[config.mk]
export PLATFORM = sky130hd
export DESIGN_NAME = i2c_fifo_buf
export DESIGN_NICKNAME = d
export VERILOG_FILES = /design/src/rtl/i2c_fifo_buf.sv
export SDC_FILE = /design/constraint.sdc
export NUM_CORES = 1
export LEC_CHECK = 0
export BUFFER_PORTS_ARGS = -buffer_cell sky130_fd_sc_hd__buf_2
export CORE_MARGIN = 4
export CORE_UTILIZATION = 35
export CTS_CLUSTER_DIAMETER = 100
export DETAILED_ROUTE_END_ITERATION = 16
export HOLD_SLACK_MARGIN = 0.15
export MAX_ROUTING_LAYER = met4
export SETUP_SLACK_MARGIN = 0.5
export SLEW_MARGIN = 15
export SYNTH_ARGS = -nofsm -noshare
export SYNTH_HDL_FRONTEND = slang
export SYNTH_SLANG_ARGS = --single-unit
[constraint.sdc]
create_clock -name clk -period 3.45 [get_ports clk]
set_input_delay 0.345 -clock clk [delete_from_list [all_inputs] [get_ports clk]]
set_output_delay 0.345 -clock clk [all_outputs]
set_load 0.03 [all_outputs]
[src/rtl/i2c_fifo_buf.sv]
module i2c_fifo_buf #(
  parameter int SIZE_CODE = 1
) (
  input  logic        clk,
  input  logic        rst_n,
  input  logic        reg_wr,
  input  logic        reg_rd,
  input  logic [1:0]  reg_addr,
  input  logic [15:0] reg_wdata,
  output logic [15:0] reg_rdata,
  input  logic        core_tx_pop,
  output logic        core_tx_avail,
  output logic [7:0]  core_tx_byte,
  input  logic        core_rx_push,
  input  logic [7:0]  core_rx_byte,
  output logic        core_rx_room,
  output logic        ev_tx_ready,
  output logic        ev_tx_drain,
  output logic        ev_rx_ready,
  output logic        ev_rx_drain,
  output logic        ev_tx_ovf,
  output logic        ev_rx_udf
);
  localparam int DEPTH = 8 << SIZE_CODE;
  localparam int AW = $clog2(DEPTH);
  localparam int CW = AW + 1;
  localparam logic [6:0]    DEPTH7 = 7'(DEPTH);
  localparam logic [CW-1:0] DEPTHC = CW'(DEPTH);

  logic [5:0]    tx_thr_m1, rx_thr_m1;
  logic [15:0]   xfer_len, tx_left, rx_left;
  logic [7:0]    tx_mem [DEPTH];
  logic [7:0]    rx_mem [DEPTH];
  logic [AW-1:0] tx_wp, tx_rp, rx_wp, rx_rp;
  logic [CW-1:0] tx_cnt, rx_cnt, tx_burst, rx_burst;
  logic          tx_in_drain, rx_in_drain;

  wire cfg_wr    = reg_wr && reg_addr == 2'd0;
  wire clr_tx    = cfg_wr && reg_wdata[6];
  wire clr_rx    = cfg_wr && reg_wdata[14];
  wire host_push = reg_wr && reg_addr == 2'd2;
  wire host_pop  = reg_rd && reg_addr == 2'd2;
  wire cnt_wr    = reg_wr && reg_addr == 2'd3;
  wire quiet     = !reg_wr && !host_pop;

  wire tx_full  = tx_cnt == DEPTHC;
  wire tx_empty = tx_cnt == '0;
  wire rx_full  = rx_cnt == DEPTHC;
  wire rx_empty = rx_cnt == '0;

  wire tx_push_ok = host_push && !tx_full;
  wire tx_pop_ok  = core_tx_pop && !tx_empty;
  wire rx_push_ok = core_rx_push && !rx_full;
  wire rx_pop_ok  = host_pop && !rx_empty;

  wire [6:0] tx_thr_raw = {1'b0, tx_thr_m1} + 7'd1;
  wire [6:0] rx_thr_raw = {1'b0, rx_thr_m1} + 7'd1;
  wire [CW-1:0] tx_thr = (tx_thr_raw > DEPTH7) ? DEPTHC : CW'(tx_thr_raw);
  wire [CW-1:0] rx_thr = (rx_thr_raw > DEPTH7) ? DEPTHC : CW'(rx_thr_raw);
  wire [CW-1:0] tx_space = DEPTHC - tx_cnt;

  wire tx_idle = quiet && tx_burst == '0 && tx_left != 16'd0;
  wire rx_idle = quiet && rx_burst == '0 && rx_left != 16'd0;
  wire tx_fire_rdy = tx_idle && tx_left >= 16'(tx_thr) && tx_space >= tx_thr;
  wire tx_fire_drn = tx_idle && tx_left < 16'(tx_thr) && 16'(tx_space) >= tx_left;
  wire rx_fire_rdy = rx_idle && rx_left >= 16'(rx_thr) && rx_cnt >= rx_thr;
  wire rx_fire_drn = rx_idle && rx_left < 16'(rx_thr) && 16'(rx_cnt) >= rx_left;

  assign core_tx_avail = !tx_empty;
  assign core_tx_byte  = tx_mem[tx_rp];
  assign core_rx_room  = !rx_full;

  always_ff @(posedge clk) begin
    if (tx_push_ok) tx_mem[tx_wp] <= reg_wdata[7:0];
    if (rx_push_ok) rx_mem[rx_wp] <= core_rx_byte;
  end

  always_ff @(posedge clk or negedge rst_n) begin
    if (!rst_n) begin
      tx_wp <= '0; tx_rp <= '0; tx_cnt <= '0;
    end else if (clr_tx) begin
      tx_wp <= '0; tx_rp <= '0; tx_cnt <= '0;
    end else begin
      if (tx_push_ok) tx_wp <= tx_wp + 1'b1;
      if (tx_pop_ok)  tx_rp <= tx_rp + 1'b1;
      tx_cnt <= tx_cnt + CW'(tx_push_ok) - CW'(tx_pop_ok);
    end
  end

  always_ff @(posedge clk or negedge rst_n) begin
    if (!rst_n) begin
      rx_wp <= '0; rx_rp <= '0; rx_cnt <= '0;
    end else if (clr_rx) begin
      rx_wp <= '0; rx_rp <= '0; rx_cnt <= '0;
    end else begin
      if (rx_push_ok) rx_wp <= rx_wp + 1'b1;
      if (rx_pop_ok)  rx_rp <= rx_rp + 1'b1;
      rx_cnt <= rx_cnt + CW'(rx_push_ok) - CW'(rx_pop_ok);
    end
  end

  always_ff @(posedge clk or negedge rst_n) begin
    if (!rst_n) begin
      tx_thr_m1 <= '0;
      rx_thr_m1 <= '0;
    end else if (cfg_wr) begin
      tx_thr_m1 <= reg_wdata[5:0];
      rx_thr_m1 <= reg_wdata[13:8];
    end
  end

  always_ff @(posedge clk or negedge rst_n) begin
    if (!rst_n) begin
      xfer_len <= '0; tx_left <= '0; tx_burst <= '0; tx_in_drain <= 1'b0;
    end else if (cnt_wr) begin
      xfer_len <= reg_wdata; tx_left <= reg_wdata;
      tx_burst <= '0; tx_in_drain <= 1'b0;
    end else begin
      if (tx_push_ok && tx_left != 16'd0) tx_left <= tx_left - 16'd1;
      if (clr_tx) begin
        tx_burst <= '0; tx_in_drain <= 1'b0;
      end else if (tx_fire_rdy) begin
        tx_burst <= tx_thr; tx_in_drain <= 1'b0;
      end else if (tx_fire_drn) begin
        tx_burst <= CW'(tx_left); tx_in_drain <= 1'b1;
      end else if (tx_push_ok && tx_burst != '0) begin
        tx_burst <= tx_burst - 1'b1;
      end
    end
  end

  always_ff @(posedge clk or negedge rst_n) begin
    if (!rst_n) begin
      rx_left <= '0; rx_burst <= '0; rx_in_drain <= 1'b0;
    end else if (cnt_wr) begin
      rx_left <= reg_wdata; rx_burst <= '0; rx_in_drain <= 1'b0;
    end else begin
      if (rx_pop_ok && rx_left != 16'd0) rx_left <= rx_left - 16'd1;
      if (clr_rx) begin
        rx_burst <= '0; rx_in_drain <= 1'b0;
      end else if (rx_fire_rdy) begin
        rx_burst <= rx_thr; rx_in_drain <= 1'b0;
      end else if (rx_fire_drn) begin
        rx_burst <= CW'(rx_left); rx_in_drain <= 1'b1;
      end else if (rx_pop_ok && rx_burst != '0) begin
        rx_burst <= rx_burst - 1'b1;
      end
    end
  end

  always_ff @(posedge clk or negedge rst_n) begin
    if (!rst_n) begin
      ev_tx_ready <= 1'b0; ev_tx_drain <= 1'b0;
      ev_rx_ready <= 1'b0; ev_rx_drain <= 1'b0;
      ev_tx_ovf <= 1'b0;   ev_rx_udf <= 1'b0;
    end else begin
      ev_tx_ready <= tx_fire_rdy;
      ev_tx_drain <= tx_fire_drn;
      ev_rx_ready <= rx_fire_rdy;
      ev_rx_drain <= rx_fire_drn;
      ev_tx_ovf   <= host_push && tx_full;
      ev_rx_udf   <= host_pop && rx_empty;
    end
  end

  wire [5:0] tx_drain_left = tx_in_drain ? 6'(tx_burst) : 6'd0;
  wire [5:0] rx_drain_left = rx_in_drain ? 6'(rx_burst) : 6'd0;

  always_comb begin
    case (reg_addr)
      2'd0:    reg_rdata = {2'b00, rx_thr_m1, 2'b00, tx_thr_m1};
      2'd1:    reg_rdata = {2'(SIZE_CODE), rx_drain_left, 2'b00, tx_drain_left};
      2'd2:    reg_rdata = {8'h00, rx_mem[rx_rp]};
      default: reg_rdata = xfer_len;
    endcase
  end

  p_cnt_bound_r4: assert property (@(posedge clk) disable iff (!rst_n)
    tx_cnt <= DEPTHC && rx_cnt <= DEPTHC);
  p_no_overflow_r5: assert property (@(posedge clk) disable iff (!rst_n)
    (host_push && tx_full && !core_tx_pop) |=> tx_cnt == $past(tx_cnt));
  p_no_underflow_r6: assert property (@(posedge clk) disable iff (!rst_n)
    (host_pop && rx_empty && !core_rx_push) |=> rx_cnt == '0);
  p_ready_room_r7: assert property (@(posedge clk) disable iff (!rst_n)
    ev_tx_ready |-> tx_space >= tx_thr);
  p_drain_short_r8: assert property (@(posedge clk) disable iff (!rst_n)
    ev_tx_drain |-> (tx_left < 16'(tx_thr) && tx_left != 16'd0));
  p_ready_data_r9: assert property (@(posedge clk) disable iff (!rst_n)
    ev_rx_ready |-> rx_cnt >= rx_thr);
  p_drain_short_r10: assert property (@(posedge clk) disable iff (!rst_n)
    ev_rx_drain |-> (rx_left < 16'(rx_thr) && rx_left != 16'd0));
  p_clear_empties_r11: assert property (@(posedge clk) disable iff (!rst_n)
    (clr_tx && clr_rx) |=> (tx_empty && rx_empty));
  p_single_pulse_r12: assert property (@(posedge clk) disable iff (!rst_n)
    (ev_tx_ready || ev_tx_drain) |=> !(ev_tx_ready || ev_tx_drain));
  p_single_pulse_rx_r12: assert property (@(posedge clk) disable iff (!rst_n)
    (ev_rx_ready || ev_rx_drain) |=> !(ev_rx_ready || ev_rx_drain));
endmodule

==> metrics.md, run 1 <==
| Metric | Value |
|---|---|
| # nets final | 1,361 |
| Latest clock arrival within the worst-skew pair | 0.56 ns |
| Post-Place Cells | 1,781 |
| Max incr delay on CP | 0.54 ns |
| Leakage | between 7 and 8 nW |
| Synth async-reset ratio | 0.289 |
| Worst Setup SP | rx_rp[0]$_DFFE_PN0P_ |
| Total Routing Usage GR | 0.152 |
| Syn. warnings | 0 |
| Placeable Area | 0.0465 mm² |
| Post-synth top area share | 0.468 |
| Mapped cell area | between 0.015 and 0.02 mm² |
| Final HPWL DP | 26.0 mm |
| Fmax | 304 MHz |
| Mean Syn Cell Area | 14.7 µm² |
| CTS buffer count | 39 |
| Hold worst-path end | xfer_len[7]$_DFFE_PN0P_ |
| Die Y-Extent | about 220 µm |
| Slowest CP cell | mux4_2 |
| GRT overflow | 0 |
| Hold Path Stages | 3 |
| Count of buffers from port buffering | 63 |
| Worst-path clk slew | roughly 0.070 ns |
| Die Width | ~220 µm |
| Flop2flop setup slack | 0.47 ns |
| Max IR drop VDD | 0.000463 V |
| Critical Path Fanout Max | 10 |
| CTS H-tree lvls | 2 |
| WP buf/inv | 2 |
| Worst Hold Class | in2reg |
| Delay-heaviest family, CP | multiplexers |
| CP startpoint kind | flop |
| Via density | 5.08 |
| Final period util | 0.955 |
| Initial Util | 0.354 |
| Max Cap Viol | 0 |
| Hold_ws | 0.185 ns |
| CTS max path bufs | 3 |
| Worst Max-Slew Pin Slew | 0.948 ns |
| DP Area | around 0.018 mm² |
| Largest net degree at the start of global routing | 71 |
| Clock Skews | around 0.019 ns |
| Worst slew margin | 0.368 |
| Vias in the first global route | between 9,000 and 10,000 |
| Global-route wire length before repair | 58.5 mm |
| Final Util | 0.426 |
| RR Startpoint | tx_thr_m1[1]$_DFFE_PN0P_ |
| Initial DRT Pass Iterations | 5 |
| Routed len/inst | between 15 and 20 µm |
| Antenna viol nets, final | 0 |
| Pwr Density | between 700 and 800 mW/mm² |
| Vias | about 9,700 |
| Finished Cell Area | 0.0198 mm² |
| Setup TNS | 0 ns |
| Critical-path cell list | buf_12 -> mux4_2 -> mux4_2 -> mux4_2 -> buf_4 |
| Drt drc | 0 |
| I/O Pins | between 60 and 70 |
| Total power | 15.0 mW |
| Sequential fraction of the synthesis area | 0.626 |
| Initial antenna violation count | 2 |
| Pre-CTS setup slack | 0.234 ns |
| CTS root buf | clkbuf_16 |
| Most frequent CP cell | mux4_2 |
| Full die area | 0.0505 mm² |
| Final WS setup | 0.156 ns |
| Sink Count | 360 |
| Max Slew Vio Count | 0 |
| Fin cells | 1,904 |
| Number of synthesized flops with an enable pin | 256 |
| CTS tree | done |
| RSZ-0062 raised after global routing | true |
| Register bit total from synthesis | 360 |
| Gpl congestion | 0.853 |
| Worst Setup End Kind | primary output |
| CP Class | reg2out |
| Area contributors post-synth | edfxtp_1 (47%), dfrtp_1 (16%), mux4_2 (12%) |
| Final wirelength | 37.2 mm |
| Worst path required time | between 3 and 4 ns |
| Synth area leader | edfxtp_1 |
| Share of cells above drive strength 1 | 0.285 |
| Hold Startpoint | reg_wdata[7] |
| Final Critical Period | 3.29 ns |
| Commonest non-fill, non-tap cells in the layout | edfxtp_1 (256), dfrtp_1 (102), nand2_1 (90) |
| Worst R2R End | tx_burst[1]$_DFFE_PN0P_ |
| Post-Syn Nets | 1,214 |
| Top_reg_cell synth | edfxtp_1 |
| Syn-to-layout area delta | 20.6% |
| Synth Instances | about 1,100 |
| Final setup fails | 0 |
| Commonest non-fill, non-tap cell in the layout | edfxtp_1 |
| Post-synthesis cell type count | 66 |
| DR iter-0 viols | 765 |
| Core Rows | 79 |
| Critical path arrival | 2.95 ns |
| Status | finished clean |
| Fin. Hold Viols | 0 |
| Worst Reg2Reg Path Length in Cells | 13 |
state kept, by name, summed over array words and instances (netlist names), 6 cells and up:
name       flops
rx_left       16
rx_mem       128
rx_thr_m1      6
tx_left       16
tx_mem       128
tx_thr_m1      6
xfer_len      16
cells in the mapped netlist (all sizes together) (4+ instances only):
master and instances:
a21oi 63, inv 51, xnor2 38, nand2b 4, edfxtp 256, nor2b 9, nor2 76, mux4 85
ha 62, nand2 93, mux2 14, o21ai 20, or3 9, a211oi 6, nor4 18, nor3b 7
or4 5, dfrtp 104, and3 14, clkbuf 31, nand3 16, and2 20, buf 15, a31oi 8
xor2 18, nand4 11, nor3 16
layer usage:
| layer | GRT usage | routed length, µm |
|---|---|---|
| met5 | - | 0 |
| met4 | 0.0364 | 707 |
| met3 | 0.0273 | 1340 |
| met2 | 0.252 | 18900 |
| met1 | 0.197 | 16200 |
logic make-up (layout without fill, tap and decap cells):
| kind of cell | count (synthesis) | count (layout) | share of synthesized area |
|---|---|---|---|
| muxes | 102 | 102 | 0.128 |
| adders and majority gates | 64 | 64 | 0.0497 |
| xor gates and xnor gates | 56 | 56 | 0.0299 |
| and+or+nand+nor | 316 | 316 | 0.0984 |
| DFF | 360 | 360 | 0.626 |
| buffers and inverters | 98 | 276 | 0.0234 |
| other | 0 | 1 | 0 |
| AOI/OAI and AO/OA | 122 | 122 | 0.0445 |
power breakdown:
part	total (mW)	internal, mW	switching, mW
Sequential	5.71	5.16	0.548
Combinational	5.05	2.47	2.57
Clock	4.27	2.55	1.72
final cells by class:
class / instances / area [µm²]
diodes: 1 / 2.50
repair buffers: 152 / 1090
multi-input cells: 660 / 6130
inverters: 52 / 213
clock buffers: 53 / 1060
flip-flops and latches: 360 / 10300
well taps: 607 / 759
fillers: 4167 / 26600
clock inverters: 19 / 254
worst register-to-register path: cells and delay by family (launching register included):
kind	cells	cell delay [ns]
multiplexers	1	0.32
AO/OA/AOI/OAI	3	0.36
buffers and inverters	1	0.10
adder cells (fa/ha/maj)	2	0.40
AND/OR/NAND/NOR	6	1.27
flip-flops	1	0.39
how the worst max path moves through the flow:
stage                              end  slack (ns)  cells after the start
5_1_grt                   reg_rdata[0]        0.07                      5
6_report                  reg_rdata[0]        0.16                      5
3_3_place_gp       rx_cnt[4]$_DFF_PN0_        0.41                     13
4_1_cts                   reg_rdata[1]         0.1                      5
2_1_floorplan      rx_cnt[4]$_DFF_PN0_        0.42                     14
3_5_place_dp   rx_burst[2]$_DFFE_PN0P_        0.23                     12
repair_timing:
item,4_1_cts,5_1_grt
buffers inserted,18,16
pin swaps,4,22
setup endpoints to repair,28,28
hold endpoints to repair,191,0
resized for setup,29,41
hold buffers,16,0
(Power assumes the default switching activity.)
==> inputs of run 2 (changes only) <==
--- a/config.mk
+++ b/config.mk
@@ -6,8 +6,8 @@
 export NUM_CORES = 1
 export LEC_CHECK = 0
 export BUFFER_PORTS_ARGS = -buffer_cell sky130_fd_sc_hd__buf_2
-export CORE_MARGIN = 4
 export CORE_UTILIZATION = 35
+export CTS_BUF_LIST = sky130_fd_sc_hd__clkbuf_8 sky130_fd_sc_hd__clkbuf_16
 export CTS_CLUSTER_DIAMETER = 100
 export DETAILED_ROUTE_END_ITERATION = 16
 export HOLD_SLACK_MARGIN = 0.15
==> metrics.md, run 2 (same netlist as run 1, synthesis figures left out) <==
| Metric | Value |
|---|---|
| Pwr Density | 755 mW/mm² (-0.40%) |
| I/O Pins | 64 (unchanged) |
| Worst Hold Class | in2reg |
| Finished Cell Area | 0.0199 mm² (+0.64%) |
| Placeable Area | 0.0465 mm² (unchanged) |
| Final wirelength | 37.4 mm (+0.60%) |
| Worst-path clk slew | 0.06 ns (about the same) |
| Max Slew Vio Count | 0 (unchanged) |
| Vias | 9,689 (+0.18%) |
| Worst Max-Slew Pin Slew | 0.826 ns (-0.122 ns) |
| Commonest non-fill, non-tap cells in the layout | edfxtp_1 (256), dfrtp_1 (99), nand2_1 (88) |
| Count of buffers from port buffering | 63 (unchanged) |
| Total power | 15.1 mW (+0.24%) |
| Fmax | 297 MHz (-2.0%) |
| DR iter-0 viols | 541 (-29%) |
| Drt drc | 0 (unchanged) |
| Final Critical Period | 3.36 ns (+0.0679 ns) |
| # nets final | 1,363 (+0.15%) |
| Fin. Hold Viols | 0 (unchanged) |
| P_sw | 4.96 mW (+2.5%) |
| Latest clock arrival within the worst-skew pair | 0.57 ns (about the same) |
| Total Routing Usage GR | 0.165 (+0.0128) |
| Power share of the clock group | 0.272 (-0.012) |
| Seq pwr share | 0.379 (about the same) |
| Global-route wire length before repair | 58.5 mm (about the same) |
| Met1 usage | 0.210 (+0.0131) |
| CP Class | reg2out |
| CTS H-tree lvls | 2 (unchanged) |
| GRT overflow | 0 (unchanged) |
| Worst path required time | 3.11 ns (about the same) |
| Status | finished clean |
| Gpl congestion | 0.849 (-0.56%) |
| Syn-to-layout area delta | 21.4% |
| Final HPWL DP | 25.3 mm (-2.6%) |
| RSZ-0062 raised after global routing | true |
| CTS root buf | clkbuf_16 |
| Global-route met2 utilization | 0.267 (+0.0153) |
| Initial Util | 0.354 (unchanged) |
| Die Width | 219 µm (-2.7%) |
| Core Rows | 79 (unchanged) |
| Max Cap Viol | 0 (unchanged) |
| Sw Ratio | 0.329 (+0.00713) |
| Vias in the first global route | 10,000 (+0.53%) |
| CP startpoint kind | flop |
| Multi-input gate area | 0.00618 mm² (+0.73%) |
| Register area | 0.0103 mm² (about the same) |
| Initial DRT Pass Iterations | 5 (unchanged) |
| Max IR drop VDD | 0.000462 V (-0.12%) |
| Biggest registers after layout | rx_mem: 128 flops, tx_mem: 128 flops |
| Full die area | 0.0478 mm² (-5.3%) |
| Die Y-Extent | 219 µm (-2.7%) |
| Fin cells | 1,906 (+0.11%) |
| Clock Skews | 0.0213 ns (+0.00188 ns) |
| Via density | 5.08 (about the same) |
| CTS buffer count | 40 (+2.6%) |
| DP Area | 0.0178 mm² (about the same) |
| Leakage | 7.32 nW (+1.0%) |
| Fillers | 4,173 (+0.14%) |
| Combinational power share | 0.349 (+0.013) |
| Critical path arrival | 3.02 ns (+0.07 ns) |
| Busiest layer in global routing | met2 |
| Final Util | 0.429 (+0.00272) |
| Largest net degree at the start of global routing | 63 (-11%) |
| Power Internal | 10.1 mW (-0.82%) |
| Share of cells above drive strength 1 | 0.295 (+0.00958) |
| Final setup fails | 0 (unchanged) |
| Final period util | 0.974 (+0.0197) |
| Antenna viol nets, final | 0 (unchanged) |
| Commonest non-fill, non-tap cell in the layout | edfxtp_1 |
| Met3 Usage GRT | 0.0308 (+0.00348) |
| CTS tree | done |
| Worst Setup End Kind | primary output |
| Sink Count | 360 (unchanged) |
| Post-Place Cells | 1,779 (-0.11%) |
| Worst slew margin | 0.447 (+0.0796) |
| Initial antenna violation count | 3 (+1) |
| Setup TNS | 0 ns (unchanged) |
| Critical Path Fanout Max | 5 (-5) |
| Routed len/inst | 19.6 µm (+0.50%) |
| CTS max path bufs | 3 (unchanged) |
==> run 2: final timing paths <==
path,start,endpoint,slack (ns),cells after the start
hold reg to reg,xfer_len[0]$_DFFE_PN0P_,xfer_len[0]$_DFFE_PN0P_,0.48,2
setup / recovery,rx_rp[0]$_DFFE_PN0P_,reg_rdata[1],0.09,6
hold / removal,core_rx_byte[3],rx_mem[11][3]$_DFFE_PP_,0.19,1
max in group asynchronous,rst_n,tx_thr_m1[0]$_DFFE_PN0P_,2.33,3
min in group asynchronous,rst_n,rx_left[15]$_DFFE_PN0P_,0.35,2
setup reg to reg,tx_thr_m1[1]$_DFFE_PN0P_,tx_burst[1]$_DFFE_PN0P_,0.42,12
==> run 2: critical path, stage by stage (launching register included) <==
cell	delay, ns
dfrtp_2	0.45
buf_4	0.16
buf_16	0.12
mux4_2	0.50
mux4_2	0.49
mux4_2	0.54
buf_6	0.17
==> run 2: power by group through the flow <==
stage	clock [mW]	combinational (mW)	sequential, mW
after CTS	4.20	5.07	5.69
final	4.09	5.26	5.71
after global placement	0	4.51	5.81
after detailed placement	0	4.61	5.83
after global routing	4.36	5.80	5.77
after floorplan	0	3.56	5.53
==> run 2: cell type report <==
| type | count | share of cell area |
|---|---|---|
| inverter | 52 | 0.0111 |
| clock buffer | 42 | 0.0516 |
| antenna | 1 | 0.000126 |
| timing repair buffer | 153 | 0.0611 |
| clock inverter | 31 | 0.0117 |
| tap | 607 | 0.0381 |
| multi-input combinational | 660 | 0.310 |
| sequential | 360 | 0.517 |
==> run 2: per-layer routing <==
metal,share of wire,vias up
met5,0,-
met2,0.50,151
met1,0.44,4952
met3,0.035,59
li1,-,4527
met4,0.026,0
==> run 2: timing repair <==
action | CTS | global route
endpoints found under the hold margin | 171 | 0
endpoints found under the setup margin | 28 | 22
cloned | 2 | 0
buffers inserted | 22 | 13
resized for setup | 44 | 50
pin swaps | 13 | 19
hold buffers | 16 | 0
==> run 2: stage by stage <==
step / hold slack, ns / worst slack (ns)
global placement: 0.397 / 0.411
detailed placement: 0.402 / 0.313
finish: 0.189 / 0.0883
global route: 0.167 / -0.0189
CTS: 0.154 / 0.0183
floorplan: 0.0494 / 0.423
==> inputs of run 3 (changes only) <==
--- a/config.mk
+++ b/config.mk
@@ -5,6 +5,7 @@
 export SDC_FILE = /design/constraint.sdc
 export NUM_CORES = 1
 export LEC_CHECK = 0
+export ABC_AREA = 1
 export BUFFER_PORTS_ARGS = -buffer_cell sky130_fd_sc_hd__buf_2
 export CORE_UTILIZATION = 35
 export CTS_BUF_LIST = sky130_fd_sc_hd__clkbuf_8 sky130_fd_sc_hd__clkbuf_16
@@ -13,6 +14,7 @@
 export HOLD_SLACK_MARGIN = 0.15
 export MAX_ROUTING_LAYER = met4
 export SETUP_SLACK_MARGIN = 0.5
+export SKIP_LAST_GASP = 1
 export SLEW_MARGIN = 15
 export SYNTH_ARGS = -nofsm -noshare
 export SYNTH_HDL_FRONTEND = slang
==> metrics.md, run 3 <==
| Metric | Value |
|---|---|
| Slowest CP cell | dfrtp_2 |
| Worst path required time | 3.11 ns (about the same) |
| Critical Path Fanout Max | 33 (+28) |
| Register area | 0.0103 mm² (about the same) |
| Critical-path cell list | clkbuf_16 -> nor2_1 -> nor2_1 -> o21ai_1 -> o21ai_0 -> o211ai_1 -> o21ai_1 -> nand2_1 -> nand4_1 -> buf_2 |
| Worst Max-Slew Pin Slew | 0.901 ns (+0.0752 ns) |
| CTS buffer count | 39 (-2.5%) |
| Fin. Hold Viols | 0 (unchanged) |
| Initial Util | 0.356 (+0.00228) |
| Synth Instances | 1,741 (+56%) |
| Total Routing Usage GR | 0.184 (+0.0192) |
| Vias | 13,100 (+35%) |
| Most frequent cell after synthesis | nor2_1 |
| CTS H-tree lvls | 2 (unchanged) |
| Total power | 15.8 mW (+4.8%) |
| Max IR drop VDD | 0.000346 V (-25%) |
| Antenna viol nets, final | 0 (unchanged) |
| Via density | 5.16 (+1.6%) |
| Fillers | 4,743 (+14%) |
| Initial DRT Pass Iterations | 5 (unchanged) |
| Routed len/inst | 18.3 µm (-6.7%) |
| Max Slew Vio Count | 0 (unchanged) |
| Post-Syn Nets | 1,837 (+51%) |
| Synth area leader | edfxtp_1 |
| Final setup fails | 0 (unchanged) |
| Sink Count | 360 (unchanged) |
| Worst Setup End Kind | primary output |
| Sw Ratio | 0.392 (+0.0622) |
| Worst Hold Class | in2reg |
| Commonest non-fill, non-tap cell in the layout | nor2_1 |
| Global-route wire length before repair | 70.2 mm (+20%) |
| Final wirelength | 46.4 mm (+24%) |
| Share of cells above drive strength 1 | 0.141 (-0.154) |
| Area contributors post-synth | edfxtp_1 (44%), dfrtp_1 (15%), nor2_1 (6.1%) |
| Worst-path clk slew | 0.06 ns (about the same) |
| Die Width | 225 µm (+3.1%) |
| Seq pwr share | 0.363 (-0.016) |
| Synth async-reset ratio | 0.289 (unchanged) |
| CTS root buf | clkbuf_16 |
| Leakage | 8.14 nW (+11%) |
| Combinational power share | 0.378 (+0.029) |
| Sequential fraction of the synthesis area | 0.589 (-0.0369) |
| # nets final | 1,935 (+42%) |
| Final Util | 0.414 (-0.0155) |
| CP startpoint kind | flop |
| DR iter-0 viols | 1,069 (+98%) |
| Top_reg_cell synth | edfxtp_1 |
| Commonest non-fill, non-tap cells in the layout | nor2_1 (279), edfxtp_1 (256), nand2_1 (253) |
| Placeable Area | 0.0491 mm² (+5.6%) |
| Syn. warnings | 0 (unchanged) |
| Initial antenna violation count | 0 (-3) |
| Vias in the first global route | 12,200 (+22%) |
| Clock Skews | 0.0182 ns (-0.00311 ns) |
| # diodes | 0 (-1) |
| Gpl congestion | 0.913 (+7.6%) |
| Number of synthesized flops with an enable pin | 256 (unchanged) |
| Final HPWL DP | 29.6 mm (+17%) |
| Multi-input gate area | 0.00639 mm² (+3.4%) |
| Max Cap Viol | 0 (unchanged) |
| CTS tree | done |
| Latest clock arrival within the worst-skew pair | 0.56 ns (about the same) |
| Drt drc | 0 (unchanged) |
| Max incr delay on CP | 0.48 ns (-0.06 ns) |
| Syn-to-layout area delta | 16.2% |
| Core Rows | 81 (+2.5%) |
| I/O Pins | 64 (unchanged) |
| Register bit total from synthesis | 360 (unchanged) |
| Die Y-Extent | 225 µm (+3.1%) |
| Status | finished clean |
| Power Internal | 9.60 mW (-5.0%) |
| Post-synthesis cell type count | 49 (-26%) |
| Largest net degree at the start of global routing | 105 (+67%) |
| GRT overflow | 0 (unchanged) |
| Power share of the clock group | 0.258 (-0.014) |
| Critical path arrival | 2.55 ns (-0.47 ns) |
| CP Class | reg2out |
| Full die area | 0.0508 mm² (+6.2%) |
| Count of buffers from port buffering | 63 (unchanged) |
| Mapped cell area | 0.0175 mm² (+6.3%) |
| Commonest cells post-synth | nor2_1 (286), nand2_1 (257), edfxtp_1 (256) |
| Final period util | 0.840 (-0.134) |
| Fmax | 345 MHz (+16%) |
| Post-synth top area share | 0.440 (-0.0276) |
| Worst slew margin | 0.397 (-0.0503) |
| Setup TNS | 0 ns (unchanged) |
| Biggest registers after layout | rx_mem: 128 flops, tx_mem: 128 flops |
| Pwr Density | 777 mW/mm² (+2.9%) |
| Final Critical Period | 2.90 ns (-0.463 ns) |
| CTS max path bufs | 3 (unchanged) |
| Mean Syn Cell Area | 10.0 µm² (-32%) |
| RSZ-0062 raised after global routing | true |
| P_sw | 6.18 mW (+25%) |
-- run 3: worst max-delay path: cells and delay by family, from the launching register on --
kind                   cells  cell delay (ns)
AO/OA/AOI/OAI              4             0.57
flip-flops                 1             0.48
buffers and inverters      2             0.48
AND/OR/NAND/NOR            4             0.47
-- run 3: worst paths after layout --
| path | slack (ns) | startpoint | cells after the start | to |
|---|---|---|---|---|
| worst max-delay path | 0.55 | rx_rp[0]$_DFFE_PN0P_ | 10 | reg_rdata[2] |
| worst min-delay path | 0.15 | core_tx_pop | 4 | tx_rp[0]$_DFFE_PN0P_ |
| worst max register to register | 0.66 | rx_thr_m1[1]$_DFFE_PN0P_ | 21 | rx_burst[3]$_DFFE_PN0P_ |
| worst min register to register | 0.49 | xfer_len[4]$_DFFE_PN0P_ | 2 | xfer_len[4]$_DFFE_PN0P_ |
| max in group asynchronous | 2.51 | rst_n | 3 | rx_thr_m1[2]$_DFFE_PN0P_ |
| min in group asynchronous | 0.30 | rst_n | 3 | ev_rx_drain$_DFF_PN0_ |
-- run 3: what timing repair did --
item,in CTS,in global routing
gates cloned,1,4
resized for setup,10,51
hold endpoints to repair,119,0
pin swaps,3,10
setup buffers,6,16
hold buffers,10,0
setup endpoints to repair,17,31
-- run 3: kinds of logic (layout without fill, tap and decap cells) --
logic type / Yosys count / after routing / share of synthesized area
simple gates: 716 / 717 / 0.183
flops: 360 / 360 / 0.589
compound gates: 348 / 348 / 0.117
buf+inv: 228 / 356 / 0.0515
fa+ha+maj: 64 / 64 / 0.0467
xor+xnor: 25 / 25 / 0.0125
-- run 3: cell type report --
type	count	area share
Tap cell	664	0.0409
Timing Repair Buffer	119	0.0445
Clock inverter	32	0.0116
Sequential cell	360	0.507
Clock buffer	40	0.0493
Multi-Input combinational cell	1154	0.315
Inverter	164	0.0313
Timing Repair inverter	1	0.000370
-- run 3: power by group through the flow --
stage | Sequential (mW) | Clock (mW) | Combinational (mW)
6_report | 5.73 | 4.07 | 5.97
5_1_grt | 5.79 | 4.32 | 6.65
4_1_cts | 5.71 | 4.15 | 5.69
3_5_place_dp | 5.78 | 0 | 5.55
3_3_place_gp | 5.77 | 0 | 5.42
2_1_floorplan | 5.61 | 0 | 4.00
-- run 3: through the flow --
stage          cell area [µm²]  setup slack [ns]  std cells  hold slack (ns)
2_1_floorplan            17500             0.731       1741           0.0494
3_3_place_gp             18500             0.533       2425            0.457
3_5_place_dp             18500             0.470       2425            0.468
4_1_cts                  20000             0.416       2514            0.152
5_1_grt                  20300             0.420       2534            0.158
6_report                 20300             0.552       2534            0.151
-- run 3: routing by layer --
layer  share of wire  GRT usage  up-vias
li1                -          -     6254
met1            0.45      0.246     6412
met2            0.48      0.291      362
met3           0.050     0.0295       58
met4           0.019     0.0496        0
met5               0          -        -
